--- src/rtl/lfc_pkg.sv ---
package lfc_pkg;

  typedef enum logic [1:0] {
    MT_WB = 2'd0,
    MT_UC = 2'd1,
    MT_WC = 2'd2,
    MT_WT = 2'd3
  } mem_type_e;

  typedef enum logic [1:0] {
    ST_IDLE = 2'd0,
    ST_ADDR = 2'd1,
    ST_DATA = 2'd2,
    ST_DONE = 2'd3
  } bus_state_e;

  // Write-combining counts as uncacheable.
  function automatic logic range_allows_cache(mem_type_e mt);
    return !((mt == MT_UC) || (mt == MT_WC));
  endfunction

  function automatic logic core_wants_cache(logic lock, logic pcd, mem_type_e mt);
    return !lock && !pcd && range_allows_cache(mt);
  endfunction

endpackage

--- src/rtl/lfc_policy.sv ---
module lfc_policy #(
  parameter int ADDR_W     = 32,
  parameter int LINE_OFF_W = 5,
  parameter int BEAT_OFF_W = 3
) (
  input  logic [ADDR_W-1:0] addr,
  input  logic              lock,
  input  logic              pcd,
  input  logic [1:0]        mtype,
  input  logic              walk,
  output logic              want_cache,
  output logic              l1_ok,
  output logic              l2_ok,
  output logic [ADDR_W-1:0] cyc_addr
);
  import lfc_pkg::*;

  function automatic logic [ADDR_W-1:0] align_line(logic [ADDR_W-1:0] a);
    return {a[ADDR_W-1:LINE_OFF_W], {LINE_OFF_W{1'b0}}};
  endfunction

  function automatic logic [ADDR_W-1:0] align_beat(logic [ADDR_W-1:0] a);
    return {a[ADDR_W-1:BEAT_OFF_W], {BEAT_OFF_W{1'b0}}};
  endfunction

  always_comb begin
    want_cache = core_wants_cache(lock, pcd, mem_type_e'(mtype));
    l2_ok      = want_cache;
    l1_ok      = want_cache && !walk;
    cyc_addr   = want_cache ? align_line(addr) : align_beat(addr);
  end

endmodule

--- src/rtl/lfc_line_buf.sv ---
module lfc_line_buf #(
  parameter int DATA_W = 64,
  parameter int BEATS  = 4,
  localparam int IDX_W = (BEATS > 1) ? $clog2(BEATS) : 1
) (
  input  logic                  clk,
  input  logic                  rst_n,
  input  logic                  clear,
  input  logic                  we,
  input  logic [IDX_W-1:0]      idx,
  input  logic [DATA_W-1:0]     wdata,
  output logic [DATA_W*BEATS-1:0] line
);

  for (genvar g = 0; g < BEATS; g++) begin : g_slot
    logic [DATA_W-1:0] slot_q;
    always_ff @(posedge clk or negedge rst_n) begin
      if (!rst_n)                                  slot_q <= '0;
      else if (clear)                              slot_q <= '0;
      else if (we && (idx == IDX_W'(g)))           slot_q <= wdata;
    end
    assign line[g*DATA_W +: DATA_W] = slot_q;
  end

endmodule

--- src/rtl/lfc_bus_seq.sv ---
module lfc_bus_seq #(
  parameter int ADDR_W = 32,
  parameter int BEATS  = 4,
  localparam int IDX_W = (BEATS > 1) ? $clog2(BEATS) : 1
) (
  input  logic              clk,
  input  logic              rst_n,
  input  logic              req_valid,
  output logic              req_ready,
  input  logic              want_cache,
  input  logic              l1_ok,
  input  logic              l2_ok,
  input  logic [ADDR_W-1:0] cyc_addr,
  input  logic              rdy_n,
  input  logic              ken_n,
  output logic              bus_start,
  output logic [ADDR_W-1:0] bus_addr,
  output logic              bus_cache_n,
  output logic              buf_clear,
  output logic              beat_we,
  output logic [IDX_W-1:0]  beat_idx,
  output logic              in_data,
  output logic              done,
  output logic              fill_l1,
  output logic              fill_l2
);
  import lfc_pkg::*;

  bus_state_e        state;
  logic              cache_q, l1_q, l2_q, burst_q;
  logic [IDX_W-1:0]  idx_q;
  logic [ADDR_W-1:0] addr_q;

  // named events
  logic beat_take, first_rdy, burst_on, last_beat, in_cycle, downgrade;

  always_comb begin
    in_data   = (state == ST_DATA);
    in_cycle  = (state == ST_ADDR) || (state == ST_DATA);
    beat_take = in_data && !rdy_n;
    first_rdy = beat_take && (idx_q == '0);
    burst_on  = first_rdy ? (cache_q && !ken_n) : burst_q;
    downgrade = first_rdy && cache_q && ken_n;
    last_beat = beat_take && (!burst_on || (idx_q == IDX_W'(BEATS-1)));
  end

  always_ff @(posedge clk or negedge rst_n) begin
    if (!rst_n) begin
      state   <= ST_IDLE;
      cache_q <= 1'b0;
      l1_q    <= 1'b0;
      l2_q    <= 1'b0;
      burst_q <= 1'b0;
      idx_q   <= '0;
      addr_q  <= '0;
    end else begin
      case (state)
        ST_IDLE: if (req_valid) begin
          cache_q <= want_cache;
          l1_q    <= l1_ok;
          l2_q    <= l2_ok;
          addr_q  <= cyc_addr;
          idx_q   <= '0;
          burst_q <= 1'b0;
          state   <= ST_ADDR;
        end
        ST_ADDR: state <= ST_DATA;
        ST_DATA: if (beat_take) begin
          idx_q   <= idx_q + 1'b1;
          burst_q <= burst_on;
          if (!burst_on) begin
            l1_q <= 1'b0;
            l2_q <= 1'b0;
          end
          if (last_beat) state <= ST_DONE;
        end
        ST_DONE: state <= ST_IDLE;
        default: state <= ST_IDLE;
      endcase
    end
  end

  assign req_ready   = (state == ST_IDLE);
  assign buf_clear   = req_valid && req_ready;
  assign bus_start   = (state == ST_ADDR);
  assign bus_addr    = addr_q;
  assign bus_cache_n = in_cycle ? !cache_q : 1'b1;
  assign beat_we     = beat_take;
  assign beat_idx    = idx_q;
  assign done        = (state == ST_DONE);
  assign fill_l1     = done && l1_q;
  assign fill_l2     = done && l2_q;

  AST_START_ONE_CYCLE: assert property (@(posedge clk) disable iff (!rst_n)
    bus_start |=> !bus_start && in_data);
  AST_CACHE_REQ_STABLE: assert property (@(posedge clk) disable iff (!rst_n)
    (in_data && $past(in_cycle)) |-> $stable(bus_cache_n));
  AST_KEN_DOWNGRADE: assert property (@(posedge clk) disable iff (!rst_n)
    downgrade |=> done && !fill_l1 && !fill_l2);
  AST_L1_NEEDS_L2: assert property (@(posedge clk) disable iff (!rst_n)
    fill_l1 |-> fill_l2);
  AST_DONE_PULSE: assert property (@(posedge clk) disable iff (!rst_n)
    done |=> !done && req_ready);
  AST_NO_ACCEPT_BUSY: assert property (@(posedge clk) disable iff (!rst_n)
    (in_cycle || done) |-> !req_ready);

endmodule

--- src/rtl/line_fill_ctrl.sv ---
module line_fill_ctrl #(
  parameter int ADDR_W = 32,
  parameter int DATA_W = 64,
  parameter int BEATS  = 4,
  localparam int LINE_W     = DATA_W * BEATS,
  localparam int BEAT_OFF_W = $clog2(DATA_W / 8),
  localparam int LINE_OFF_W = $clog2(DATA_W / 8 * BEATS),
  localparam int IDX_W      = (BEATS > 1) ? $clog2(BEATS) : 1,
  localparam int CNT_W      = $clog2(BEATS + 1)
) (
  input  logic              clk,
  input  logic              rst_n,
  input  logic              req_valid,
  output logic              req_ready,
  input  logic [ADDR_W-1:0] req_addr,
  input  logic              req_lock,
  input  logic              req_pcd,
  input  logic [1:0]        req_mtype,
  input  logic              req_walk,
  output logic              bus_start,
  output logic [ADDR_W-1:0] bus_addr,
  output logic              bus_cache_n,
  input  logic              bus_rdy_n,
  input  logic              bus_ken_n,
  input  logic [DATA_W-1:0] bus_data,
  output logic              done,
  output logic [LINE_W-1:0] done_line,
  output logic              fill_l1,
  output logic              fill_l2
);

  logic              want_cache, l1_ok, l2_ok;
  logic [ADDR_W-1:0] cyc_addr;
  logic              buf_clear, beat_we, in_data;
  logic [IDX_W-1:0]  beat_idx;

  lfc_policy #(
    .ADDR_W(ADDR_W), .LINE_OFF_W(LINE_OFF_W), .BEAT_OFF_W(BEAT_OFF_W)
  ) u_policy (
    .addr(req_addr), .lock(req_lock), .pcd(req_pcd), .mtype(req_mtype),
    .walk(req_walk), .want_cache(want_cache), .l1_ok(l1_ok), .l2_ok(l2_ok),
    .cyc_addr(cyc_addr)
  );

  lfc_bus_seq #(.ADDR_W(ADDR_W), .BEATS(BEATS)) u_seq (
    .clk(clk), .rst_n(rst_n), .req_valid(req_valid), .req_ready(req_ready),
    .want_cache(want_cache), .l1_ok(l1_ok), .l2_ok(l2_ok), .cyc_addr(cyc_addr),
    .rdy_n(bus_rdy_n), .ken_n(bus_ken_n), .bus_start(bus_start),
    .bus_addr(bus_addr), .bus_cache_n(bus_cache_n), .buf_clear(buf_clear),
    .beat_we(beat_we), .beat_idx(beat_idx), .in_data(in_data), .done(done),
    .fill_l1(fill_l1), .fill_l2(fill_l2)
  );

  lfc_line_buf #(.DATA_W(DATA_W), .BEATS(BEATS)) u_buf (
    .clk(clk), .rst_n(rst_n), .clear(buf_clear), .we(beat_we),
    .idx(beat_idx), .wdata(bus_data), .line(done_line)
  );

  // Independent count of ready strobes seen in the data phase of a cycle.
  logic [CNT_W-1:0] obs_beats;
  always_ff @(posedge clk or negedge rst_n) begin
    if (!rst_n)                     obs_beats <= '0;
    else if (bus_start)             obs_beats <= '0;
    else if (in_data && !bus_rdy_n) obs_beats <= obs_beats + 1'b1;
  end

  AST_FILL_FOUR_BEATS: assert property (@(posedge clk) disable iff (!rst_n)
    (done && fill_l2) |-> (obs_beats == CNT_W'(BEATS)));
  AST_SHORT_NO_FILL: assert property (@(posedge clk) disable iff (!rst_n)
    (done && (obs_beats == CNT_W'(1))) |-> (!fill_l1 && !fill_l2));
  AST_LOCK_NOT_CACHED: assert property (@(posedge clk) disable iff (!rst_n)
    (req_valid && req_ready && req_lock) |=> bus_cache_n);

endmodule

--- config.mk ---
export PLATFORM = sky130hd
export DESIGN_NAME = line_fill_ctrl
export DESIGN_NICKNAME = d
export VERILOG_FILES = /design/src/rtl/lfc_pkg.sv /design/src/rtl/lfc_policy.sv /design/src/rtl/lfc_line_buf.sv /design/src/rtl/lfc_bus_seq.sv /design/src/rtl/line_fill_ctrl.sv
export SDC_FILE = /design/constraint.sdc
export NUM_CORES = 1
export LEC_CHECK = 0
export BUFFER_PORTS_ARGS = -buffer_cell sky130_fd_sc_hd__buf_2
export CORE_ASPECT_RATIO = 0.75
export CORE_MARGIN = 5
export CORE_UTILIZATION = 50
export CTS_BUF_LIST = sky130_fd_sc_hd__clkbuf_8
export DETAILED_ROUTE_END_ITERATION = 6
export PLACE_DENSITY_LB_ADDON = 0.15
export SLEW_MARGIN = 10
export SYNTH_ARGS = -nofsm -noshare
export SYNTH_HDL_FRONTEND = slang
export SYNTH_SLANG_ARGS = --single-unit
export TNS_END_PERCENT = 30
--- constraint.sdc ---
create_clock -name clk -period 3.2 [get_ports clk]
set_input_delay 0 -clock clk [delete_from_list [all_inputs] [get_ports clk]]
set_output_delay 0 -clock clk [all_outputs]
set_load 0.05 [all_outputs]
Word level (Yosys, flattened, before mapping)
Index checks and enable logic that the tools add are counted.
{"block": "op_classes", "n_addsub": 1, "reduce_logical": 35, "muxes": 27, "eq_ne": 12}
{"op": "$mux W64", "n": 8}
{"op": "$logic_and A1 B1 Y1", "n": 13}
{"op": "$eq A2 B2 Y1 const B", "n": 5}
{"op": "$mux W2", "n": 5}
{"op": "$reduce_bool A2 Y1", "n": 5}
{"op": "$logic_not A1 Y1", "n": 8}
{"op": "$mux W1", "n": 8}
{"op": "$pmux W2 S4", "n": 1}
{"op": "$eq A2 B1 Y1 const B", "n": 3}
{"op": "$pmux W1 S2", "n": 3}
{"op": "$reduce_and A3 Y1", "n": 2}
{"op": "$mux W5", "n": 1}
{"op": "$logic_not A2 Y1", "n": 2}
{"op": "$ne A2 B1 Y1 const B", "n": 2}
{"op": "$ne A2 B2 Y1 const B", "n": 2}
{"op": "$pmux W2 S2", "n": 1}
{"op": "$reduce_and A4 Y1", "n": 1}
{"op": "$logic_or A1 B1 Y1", "n": 3}
{"op": "$add A2 B1 Y2 const B", "n": 1}
{"op": "$reduce_and A2 Y1", "n": 1}
{"block": "totals", "output_inout_bits": 294, "word_cells": 86, "reg_bits": 296, "inputBits": 106}

Longest topological paths before layout
Gate-level depths: netlist of the first run.
{"block": "depth", "ltp_word": 10, "ltp_mapped": 9, "depth_no_buf": 6}

By module
Synthesis of the first run repeated with hierarchy kept, for this count alone.
{"block": "unflattened", "hier_cells": 1063, "hier_area_um2": 13341.5}
{"mod": "lfc_line_buf", "cells_each": 901, "seq_area_each_um2": 6406.1, "n_inst": 1, "area_each_um2": 11338.4}
{"mod": "lfc_bus_seq", "cells_each": 125, "seq_area_each_um2": 1001.0, "n_inst": 1, "area_each_um2": 1729.2}
{"mod": "lfc_policy", "cells_each": 37, "seq_area_each_um2": 0.0, "n_inst": 1, "area_each_um2": 274.0}

Least setup slack after synthesis of the first run
No wires, ideal clock.
{"block": "synth_timing", "path_type": "reg2reg", "start": "register u_seq.state[0]", "end": "register u_buf.g_slot[0].slot_q[10]", "setup_ns": 0.147, "path_buffers": 2, "period_less_slack_ns": 1.972, "required_time_ns": 3.053, "slack_ns": 1.228, "path_stages_with_launch": 7, "t_arrival_ns": 1.825, "path_cell_list": "dfrtp_1 > inv_1 > ha_1 > and2_1 > buf_2 > clkbuf_1 > a21oi_2"}
{"block": "synth_between", "elab_cells_between_ends": 7, "classes_between": "eq/ne (1); mux (1); reduce/logical (5)"}
{"element": "from (decl)", "line": "lfc_bus_seq.sv:29", "source": "bus_state_e state;"}
{"element": "from (signal assigned)", "line": "lfc_bus_seq.sv:49", "source": "state <= ST_IDLE;"}
{"element": "from (signal assigned)", "line": "lfc_bus_seq.sv:65", "source": "state <= ST_ADDR;"}
{"element": "from (signal assigned)", "line": "lfc_bus_seq.sv:67", "source": "ST_ADDR: state <= ST_DATA;"}
{"element": "$logic_not A2 Y1 *", "line": "lfc_bus_seq.sv:83", "source": "assign req_ready = (state == ST_IDLE);"}
{"element": "net req_ready", "line": "line_fill_ctrl.sv:14", "source": "output logic req_ready,"}
{"element": "$logic_and A1 B1 Y1 *", "line": "lfc_bus_seq.sv:84", "source": "assign buf_clear = req_valid && req_ready;"}
{"element": "$mux W64 / $reduce_bool A2 Y1 (equally long branches)"}
{"element": "to (signal assigned)", "line": "lfc_line_buf.sv:20", "source": "else if (we && (idx == IDX_W'(g))) slot_q <= wdata;"}
{"element": "to (decl)", "line": "lfc_line_buf.sv:16", "source": "logic [DATA_W-1:0] slot_q;"}
Mark *: on every way through the listed nets, which the timed path passes. The rest lies on a longest branch.
A chain may end at the register's enable or synchronous reset.

Final worst setup path of the first run
{"block": "layout_timing", "start": "register u_seq.state[0]", "end": "register u_buf.g_slot[3].slot_q[59]"}
{"block": "layout_between", "elab_chain_len": 4, "elab_cells_between_ends": 7, "classes_between": "eq/ne (1); mux (1); reduce/logical (5)"}
{"element": "$eq A2 B2 Y1", "line": "lfc_bus_seq.sv:38", "source": "in_data = (state == ST_DATA);"}
{"element": "$logic_and A1 B1 Y1", "line": "lfc_bus_seq.sv:40", "source": "beat_take = in_data && !rdy_n;"}
{"element": "$logic_and A1 B1 Y1", "line": "lfc_line_buf.sv:20"}
{"element": "$reduce_bool A2 Y1 (no line)"}
{"element": "to (signal assigned)", "line": "lfc_line_buf.sv:20"}
{"element": "to (decl)", "line": "lfc_line_buf.sv:16"}
Parallel ways exist; a longest one is shown, timed or not.

==> run_results.csv, run 1 <==
group,metric,value,unit
floorplan,placement_rows,51,
global_routing,grt_antenna_before_repair,0,
placed_design,dp_hpwl,25900,microns
drt,routed_via_density,5.11,
yosys,synthesis.area,13100,sq um
worst_setup_path,critical_path_class,"flip-flop to flip-flop",
worst_setup_path,timing.reg2reg.setup_slack,0.22,ns
sta,max_clock_freq,335,MHz
yosys,synth_largest_type_area_fraction,0.561,
worst_setup_path,endpoint_kind,"flip-flop",
sta,fin_tns_setup,0,ns
cts,cts.sink_count,293,
power,ir_drop,708,uV
sta,worst_pin_slew,1.05,ns
yosys,synth.yosys.seq_area_share,0.561,
power,power.density_cell_area,1040,nW/um^2
finish,nNetsFinal,1892,
global_routing,maximum_number_of_pins_on_one_net_before_global_route_repair,97,
global_routing,grt-ovfl-total,0,
yosys,synth_area_per_cell,10.1,sq um
worst_setup_path,r2r_end,"u_buf.g_slot[3].slot_q[59]",
flow_run,max_cap_violations,0,
floorplan,floorplan.core_area,25800,sq um
worst_setup_path,critPathMaxFanout,37,
yosys,yosys_cell_types,31,
status,status,"finished, final reports clean",
min_path,hold_class,"input port to async pin",
drt,met3_wirelength,3610,microns
drt,met1_length,17700,microns
placed_design,buffer_ports.inserted,393,
sta,fin_hold_ws,0.102,ns
worst_setup_path,r2r_start,"u_seq.state[0]",
yosys,postSynth.asyncResetShare,1.00,
floorplan,die-width,197,microns
drt,final_antenna_net_count,0,
sta,setup_viol_count_final,0,
yosys,netlist_top_cells_area,"dfrtp_1, nand2_1, a21oi_2",
drt,drt-initial-drc-count,680,
drt,drt-total-wl,40800,microns
worst_setup_path,crit_path_cell_trace,"inv_1, ha_1, nor2b_4, nand2_2, buf_4, nand2_1, a21oi_2, dlygate4sd3_1",
drt,detailroute.wirelength.met2,18500,microns
worst_setup_path,slowest_delay,0.61,ns
sta,unrepaired_setup_endpoints_after_global_routing,"no",
global_routing,grt_pass1_vias,11487,
cts,cts_made_buffers,47,
global_routing,grt_pass1_wl,63800,microns
worst_setup_path,cpMaxStageDelayCell,"nand2_2",
cts,cts.path.max_buffers,3,
worst_setup_path,cp_num_buf_inv,3,
floorplan,ioPinCount,400,
floorplan,dieArea,29500,sq um
worst_setup_path,cp.required,3.63,ns
yosys,syn_inst,1300,
drt,routed_wire_length_per_instance,18.9,microns
sta,final_min_period_over_clock_period,0.933,
cts,path_clk_slew,0.07,ns
finish,area_delta_synth_final,29.4,%
drt,vias,11030,
cts,postCtsSetupRepairBufs,0,
sta,fin_crit,2.98,ns
finish,layout-drive-gt1-share,0.407,
yosys,yosys_most_used_dff,"dfrtp_1",
worst_setup_path,crit_family,"buffers and inverters",
drt,drt-pass1-iter-count,5,
cts,clock_tree_from_tritoncts,"built",
cts,clk_latency,0.54,ns
finish,num_antenna_cells,0,
placed_design,rd_place_congestion,0.822,
floorplan,die_h,150,microns
power,leakage_dissipation,8.35,nW
yosys,synth_top_area_cell,"dfrtp_1",
cts,cts_root_buffer,"clkbuf_8",
floorplan,initial_core_util,0.506,
sta,final-hold-violation-count,0,
drt,drc,0,
global_routing,groute.usage.overall,0.270,
drt,top_layer,"met4",
yosys,synth-warning-count,0,
sta,fin_skew,0.0211,ns
yosys,yosys_register_bits,293,
worst_setup_path,crit_path_start_kind,"flip-flop",
sta,slew_headroom,0.296,
cts,cts.htree.levels,2,
sta,slew_viol_final,0,
worst_setup_path,timing.reg2reg.worst_path_depth,8,
worst_setup_path,critical_path_arrival,3.42,ns
yosys,synth_enable_flop_cells,0,
[layout make-up]
type                    count  area [sq um]
fillers                  2108          8930
flip-flops and latches    293          7330
multi-input cells         910          4840
repair buffers            519          3320
clock buffers              61           840
well taps                 344           430
clock inverters            24           125
inverters                   7          26.3
[synth_stat cells (2+ instances only)]
| library cell | n |
|---|---|
| and2_1 | 3 |
| ha_1 | 8 |
| nand2_1 | 603 |
| nor3_1 | 2 |
| a21oi_1 | 20 |
| a21oi_2 | 241 |
| nand2_2 | 5 |
| buf_12 | 28 |
| nor2_1 | 3 |
| dfrtp_1 | 293 |
| o21ai_0 | 5 |
| and2_4 | 4 |
| buf_2 | 52 |
| clkbuf_1 | 8 |
| inv_1 | 7 |
| buf_4 | 3 |
[metal layers]
layer / track usage / vias up
li1: - / 5092
met1: 0.374 / 5435
met2: 0.415 / 430
met3: 0.0808 / 73
met4: 0.0776 / 0
met5: 0 / -
[where the power goes]
| group | switching [mW] | internal (mW) | total, mW |
|---|---|---|---|
| clock | 1.49 | 1.79 | 3.28 |
| sequential | 0.658 | 4.86 | 5.52 |
| combinational | 6.75 | 2.06 | 8.81 |
| total | 8.90 | 8.70 | 17.6 |
[state kept, by name, summed over array words and instances, names as in the netlist]
signal,flops
u_seq.burst_q,1
u_seq.l2_q,1
u_seq.bus_addr,29
u_seq.cache_q,1
u_seq.beat_idx,2
u_seq.l1_q,1
u_buf.g_slot.slot_q,256
u_seq.state,2
[layout by cell type (no fill, tap or decap), types with 2 or more instances in the layout]
cell type and count:
nand2_1 603, buf_2 392, dfrtp_1 293, a21oi_2 241
dlygate4sd3_1 103, clkbuf_8 61, inv_1 23, a21oi_1 20
buf_4 12, buf_12 11, ha_1 8, clkinv_2 7
and2_4 5, nand2_2 5, o21ai_0 5, nor2_1 3
conb_1 3, and2_1 2, nor3_1 2
[repair_timing]
item                      4_1_cts  5_1_grt
resized for setup               0        0
hold endpoints to repair      385        0
hold buffers                  103        0
[worst max-delay path by stage]
stage,startpoint,endpoint,slack [ns],depth (start not counted)
2_1_floorplan,u_seq.state[0],u_buf.g_slot[0].slot_q[10],1.23,6
3_3_place_gp,u_seq.state[0],u_buf.g_slot[2].slot_q[55],0.80,7
3_5_place_dp,u_seq.state[0],u_buf.g_slot[2].slot_q[48],0.74,7
4_1_cts,u_seq.state[0],u_buf.g_slot[3].slot_q[59],0.21,8
5_1_grt,u_seq.state[0],u_buf.g_slot[3].slot_q[59],0.01,8
6_report,u_seq.state[0],u_buf.g_slot[3].slot_q[59],0.22,8
[logic make-up (layout without fill, tap and decap cells)]
logic type	Yosys count	after routing	synth area share
fa+ha+maj	8	8	0.00766
compound gates	270	270	0.174
flops	293	293	0.561
buf+inv	99	611	0.0697
xor+xnor	1	1	0.000670
mux	3	3	0.00249
other cells	1	3	0.000287
simple gates	625	625	0.185
[metrics by stage]
step                power, mW   util  cells  setup WS (ns)  area, sq um
CTS                      17.7  0.654   2158          0.214        16900
detailed placement       14.2  0.577   1970          0.738        14900
global placement         14.1  0.577   1970          0.796        14900
global route             18.5  0.654   2158         0.0108        16900
finish                   17.6  0.654   2158          0.216        16900
floorplan                12.2      -   1302           1.23        13100
Note: power is estimated with default switching activity, not from simulation.
==> inputs of run 2 (changes only) <==
--- a/config.mk
+++ b/config.mk
@@ -17,3 +17,3 @@
 export SYNTH_HDL_FRONTEND = slang
+export SYNTH_HIERARCHICAL = 1
 export SYNTH_SLANG_ARGS = --single-unit
-export TNS_END_PERCENT = 30
==> constraint.sdc (replaced) <==
create_clock -name clk -period 3.2 [get_ports clk]
set_input_delay 0.64 -clock clk [delete_from_list [all_inputs] [get_ports clk]]
set_output_delay 0.64 -clock clk [all_outputs]
set_load 0.05 [all_outputs]
==> run_results.csv, run 2 <==
group,metric,value,unit
finish,top_register,"u_buf/g_slot.slot_q",
power,leakage_dissipation,9.53,nW
worst_setup_path,critPathMaxFanout,14,
finish,nNetsFinal,1542,
min_path,hold_class,"input port to async pin",
cts,path_clk_slew,0.06,ns
worst_setup_path,crit_path_start_kind,"flip-flop",
finish,layout-drive-gt1-share,0.352,
yosys,synth_area_per_cell,12.6,sq um
global_routing,grt_antenna_before_repair,2,
yosys,synth_enable_flop_cells,0,
sta,fin_skew,0.0153,ns
sta,max_clock_freq,420,MHz
sta,fin_crit,2.38,ns
worst_setup_path,timing.reg2reg.setup_slack,0.82,ns
worst_setup_path,timing.reg2reg.worst_path_depth,6,
yosys,yosys-top-cells-count,"nand2b_1, dfrtp_1, mux2i_1",
sta,timing.final.ws_setup,0.818,ns
global_routing,grt_pass1_wl,54400,microns
sta,slew_viol_final,0,
worst_setup_path,r2r_end,"u_buf/g_slot[2].slot_q[42]",
worst_setup_path,critical_path.startpoint,"u_seq/state[0]",
cts,cts_hold_repair.buffers,0,
floorplan,floorplan.core_area,26100,sq um
cts,cts-resized-gates,0,
yosys,synthesis.area,13300,sq um
finish,final_core_utilization,0.626,
floorplan,initial_core_util,0.511,
cts,cts.htree.levels,2,
power,ir_drop,863,uV
drt,final_antenna_net_count,0,
yosys,netlist_top_cells_area,"dfrtp_1, mux2i_1, nand2b_1",
global_routing,grt-ovfl-total,0,
global_routing,groute.usage.overall,0.228,
yosys,yosys_register_bits,296,
drt,routed_wire_length_per_instance,19.3,microns
yosys,synth-warning-count,6,
yosys,yosys_most_used_dff,"dfrtp_1",
placed_design,rd_place_congestion,0.788,
cts,cts.sink_count,296,
placed_design,pre_cts_slack,0.833,ns
status,status,"finished, final reports clean",
finish,largest_register_ff_count,256,
yosys,yosys_cell_types,34,
sta,unrepaired_setup_endpoints_after_global_routing,"no",
finish,layout.cells.most_common,"buf_2",
yosys,synth_largest_type_area_fraction,0.555,
floorplan,ioPinCount,400,
worst_setup_path,critical_path_class,"flip-flop to flip-flop",
power,power.density_cell_area,1040,nW/um^2
flow_run,max_cap_violations,0,
sta,slew_headroom,0.597,
drt,drc,0,
placed_design,dp_hpwl,24200,microns
sta,setup_viol_count_final,0,
cts,postCtsSetupRepairBufs,0,
sta,worst_pin_slew,0.604,ns
worst_setup_path,worstSetupEndpoint,"u_buf/g_slot[2].slot_q[42]",
global_routing,grt_pass1_vias,9601,
yosys,postSynth.asyncResetShare,1.00,
sta,fin_hold_ws,0.0484,ns
drt,drt-initial-drc-count,393,
worst_setup_path,critical_path_arrival,2.82,ns
worst_setup_path,cp.required,3.64,ns
cts,cts_made_buffers,47,
drt,vias,8978,
floorplan,die-width,199,microns
sta,fin_tns_setup,0,ns
yosys,yosys.cell_count.top_type,"nand2b_1",
sta,final-hold-violation-count,0,
global_routing,maximum_number_of_pins_on_one_net_before_global_route_repair,103,
placed_design,buffer_ports.inserted,396,
sta,final_min_period_over_clock_period,0.744,
worst_setup_path,endpoint_kind,"flip-flop",
cts,clock_tree_from_tritoncts,"built",
drt,drt-pass1-iter-count,4,
finish,mostFrequentLayoutCells,"buf_2, nand2b_1, dfrtp_1",
cts,clk_latency,0.53,ns
cts,cts.path.max_buffers,3,
drt,drt-total-wl,35000,microns
floorplan,dieArea,30100,sq um
yosys,synth.yosys.seq_area_share,0.555,
yosys,syn_inst,1063,
yosys,synth_top_area_cell,"dfrtp_1",
finish,area_delta_synth_final,22.4,%
floorplan,die_h,151,microns
drt,routed_via_density,4.97,
worst_setup_path,r2r_start,"u_seq/state[0]",
cts,cts_root_buffer,"clkbuf_8",
floorplan,placement_rows,51,
-- run 2: cell types whose count changed in the layout (fill, tap and decap cells not counted), sizes merged, moves of 3 or more --
cell and delta:
a21oi -260, and2 -5, buf -3, clkbuf -5, clkinv -6, dfrtp +3
diode +3, dlygate4sd3 -103, inv +8, mux2 +33, mux2i +255, nand2 -598
nand2b +320
-- run 2: layout make-up --
cell class,count,area (sq um)
diodes,3,7.51
clock buffers,56,771
inverters,8,35.0
flip-flops and latches,296,7410
repair buffers,413,2230
fillers,2160,9760
clock inverters,24,91.3
multi-input cells,663,5360
well taps,344,430
-- run 2: cells by family (layout without fill, tap and decap cells) --
kind of cell / count (synthesis) / count (layout) / share of synthesized area
simple gates: 347 / 347 / 0.162
buf+inv: 106 / 501 / 0.0449
xor+xnor: 1 / 1 / 0.000657
compound gates: 14 / 14 / 0.00844
mux: 291 / 291 / 0.222
fa+ha+maj: 7 / 7 / 0.00656
other cells: 1 / 6 / 0.000281
flops: 296 / 296 / 0.555
-- run 2: metal layers --
metal	vias to the layer above	routed length [microns]	track usage
li1	4223	-	-
met1	4419	14800	0.301
met2	275	16300	0.369
met3	59	3090	0.0778
met4	2	754	0.0557
met5	-	13	0
-- run 2: where the power goes --
group,switching (mW),leakage [nW],internal (mW)
logic,6.15,5.02,2.22
registers,0.659,3.98,4.90
clock network,1.42,0.529,1.57
-- run 2: stage by stage --
stage	power, mW	cells	instance area, sq um
floorplan	11.9	1065	13300
global placement	13.9	1724	15500
detailed placement	14.0	1724	15500
CTS	17.1	1804	16300
global route	17.8	1805	16300
finish	16.9	1807	16300
-- run 2: worst min-delay path by stage --
stage,from,endpoint,slack (ns),depth (start not counted)
6_report,rst_n,u_buf/g_slot[1].slot_q[43],0.05,1
5_1_grt,rst_n,u_buf/g_slot[2].slot_q[33],0.05,1
3_3_place_gp,u_seq/burst_q,u_seq/burst_q,0.48,2
4_1_cts,rst_n,u_buf/g_slot[2].slot_q[33],0.03,1
2_1_floorplan,rst_n,u_buf/g_slot[0].slot_q[0],0.34,0
3_5_place_dp,u_seq/burst_q,u_seq/burst_q,0.48,2
-- run 2: critical path: stages, from the launching register on --
cell     delay, ns
dfrtp_1       0.41
inv_1         0.12
ha_1          0.42
and2b_2       0.29
and3b_4       0.43
buf_4         0.36
mux2i_1       0.23
==> inputs of run 3 (changes only) <==
clock period = 2.3 ns   (was 3.2 ns; I/O delays follow)
==> run_results.csv, run 3 (synthesis gave the netlist of run 2 again) <==
group,metric,value,unit
drt,drc,0,
worst_setup_path,critical_path_class,"flip-flop to output pin",
cts,cts.htree.levels,2,
floorplan,dieArea,30100,sq um
placed_design,buffer_ports.inserted,396,
power,p_int,12.6,mW
floorplan,floorplan.core_area,26100,sq um
finish,nNetsFinal,1552,
cts,cts_made_buffers,47,
worst_setup_path,critical_path_arrival,1.68,ns
power,ir_drop,977,uV
power,report.power.total,24.1,mW
global_routing,grt_pass1_vias,9126,
worst_setup_path,critPathMaxFanout,4,
cts,cts.path.max_buffers,3,
floorplan,ioPinCount,400,
finish,area_delta_synth_final,24.6,%
power,power.density_cell_area,1450,nW/um^2
power,leakage_dissipation,9.66,nW
drt,routed_via_density,4.94,
placed_design,dp_hpwl,24000,microns
sta,fin_crit,2.14,ns
sta,fin_hold_ws,0.155,ns
worst_setup_path,cp.required,1.84,ns
finish,mostFrequentLayoutCells,"buf_2, nand2b_1, dfrtp_1",
sta,fin_skew,0.0138,ns
finish,final_area,16600,sq um
power,share_seq_of_total_power,0.317,
floorplan,initial_core_util,0.511,
power,switching_share,0.476,
finish,fillers,2117,
floorplan,die_h,151,microns
sta,worst_pin_slew,0.547,ns
placed_design,rd_place_congestion,0.774,
worst_setup_path,cpMaxStageDelayCell,"dfrtp_1",
finish,layout-drive-gt1-share,0.363,
global_routing,maximum_number_of_pins_on_one_net_before_global_route_repair,105,
global_routing,grt-ovfl-total,0,
drt,vias,8986,
flow_run,max_cap_violations,0,
min_path,hold_class,"input port to flip-flop",
placed_design,detailed_place.area,15600,sq um
drt,drt-pass1-iter-count,4,
cts,clock_tree_from_tritoncts,"built",
sta,fin_tns_setup,0,ns
worst_setup_path,slowest_delay,0.40,ns
power,power_frac_clock,0.194,
cts,cts_root_buffer,"clkbuf_8",
finish,largest_register_ff_count,256,
worst_setup_path,r2r_start,"u_seq/state[0]",
worst_setup_path,endpoint_kind,"output pin",
power,p_sw,11.5,mW
drt,drt-initial-drc-count,408,
worst_setup_path,critical_path.startpoint,"u_seq/state[0]",
global_routing,groute.usage.overall,0.223,
min_path,timing.hold.worst.start,"req_addr[14]",
drt,final_antenna_net_count,0,
sta,slew_viol_final,0,
drt,drt-total-wl,34700,microns
sta,max_clock_freq,468,MHz
cts,clk_latency,0.54,ns
floorplan,die-width,199,microns
finish,ff_latch_area,7410,sq um
cts,path_clk_slew,0.06,ns
sta,unrepaired_setup_endpoints_after_global_routing,"no",
finish,finish.cell_count_without_fillers,1819,
sta,setup_viol_count_final,0,
global_routing,grt_antenna_before_repair,3,
worst_setup_path,crit_path_cell_trace,"inv_1, ha_1, nand2_1, buf_2",
sta,slew_headroom,0.635,
worst_setup_path,crit_path_start_kind,"flip-flop",
cts,postCtsSetupRepairBufs,0,
global_routing,grt_pass1_wl,53000,microns
finish,top_register,"u_buf/g_slot.slot_q",
finish,multiInputGateArea,5360,sq um
drt,routed_wire_length_per_instance,19.1,microns
sta,final_min_period_over_clock_period,0.929,
floorplan,placement_rows,51,
power,combinationalPowerShare,0.489,
status,status,"finished, final reports clean",
sta,final-hold-violation-count,0,
placed_design,post-place-cells,1733,
finish,layout.cells.most_common,"buf_2",
cts,cts.sink_count,296,
worst_setup_path,timing.reg2reg.setup_slack,0.29,ns
==> run 3: cell count changes in the layout (fill, tap and decap cells not counted) <==
cell           before  now
dlygate4sd3_1       0    1
inv_1              30   23
clkinv_2            1    3
diode_2             3    1
ha_2                0    1
clkbuf_8           56   63
bufinv_16           0    2
ha_1                7    6
buf_12              9   15
buf_4               8   11
==> run 3: power by group through the flow <==
stage,clock (mW),combinational [mW],sequential [mW]
final,4.67,11.8,7.64
after floorplan,0,3.38,13.2
after detailed placement,0,11.9,7.71
after CTS,4.83,11.9,7.64
after global routing,5.08,12.4,7.85
after global placement,0,11.7,7.66
==> run 3: final timing paths <==
kind / endpoint / cells after the start
min in group asynchronous: u_buf/g_slot[2].slot_q[41] / 2
setup reg to reg: u_buf/g_slot[3].slot_q[40] / 7
hold reg to reg: u_seq/burst_q / 2
hold / removal: u_seq/bus_addr[14] / 2
setup / recovery: bus_cache_n / 4
max in group asynchronous: u_buf/g_slot[1].slot_q[8] / 3
==> run 3: critical path, delay by kind of cell (launching register included) <==
family	cells	cell delay, ns
flops	1	0.40
buf+inv	2	0.37
simple gates	1	0.07
fa+ha+maj	1	0.32
==> run 3: timing repair <==
item,in CTS,in global routing
gates resized for setup,0,0
endpoints found under the hold margin,53,0
hold buffers,1,0
==> run 3: routing by layer <==
layer / vias up / routed length, microns / GRT usage
met5: - / 34 / 0
met4: 6 / 718 / 0.0598
met3: 55 / 3030 / 0.0734
met2: 282 / 16000 / 0.347
met1: 4405 / 14900 / 0.304
li1: 4238 / - / -
==> run 3: cell type report <==
| cell class | count | area share |
|---|---|---|
| Antenna cell | 1 | 0.000151 |
| Clock buffer | 63 | 0.0522 |
| Clock inverter | 21 | 0.00813 |
| Inverter | 8 | 0.00211 |
| Multi-Input combinational cell | 663 | 0.323 |
| Sequential cell | 296 | 0.446 |
| Tap cell | 344 | 0.0259 |
| Timing Repair Buffer | 423 | 0.143 |
==> run 3: through the flow <==
stage | setup slack [ns] | util
finish | 0.163 | 0.637
global route | 0.0482 | 0.637
CTS | 0.0880 | 0.637
global placement | 0.392 | 0.598
floorplan | 0.0263 | -
detailed placement | 0.305 | 0.598
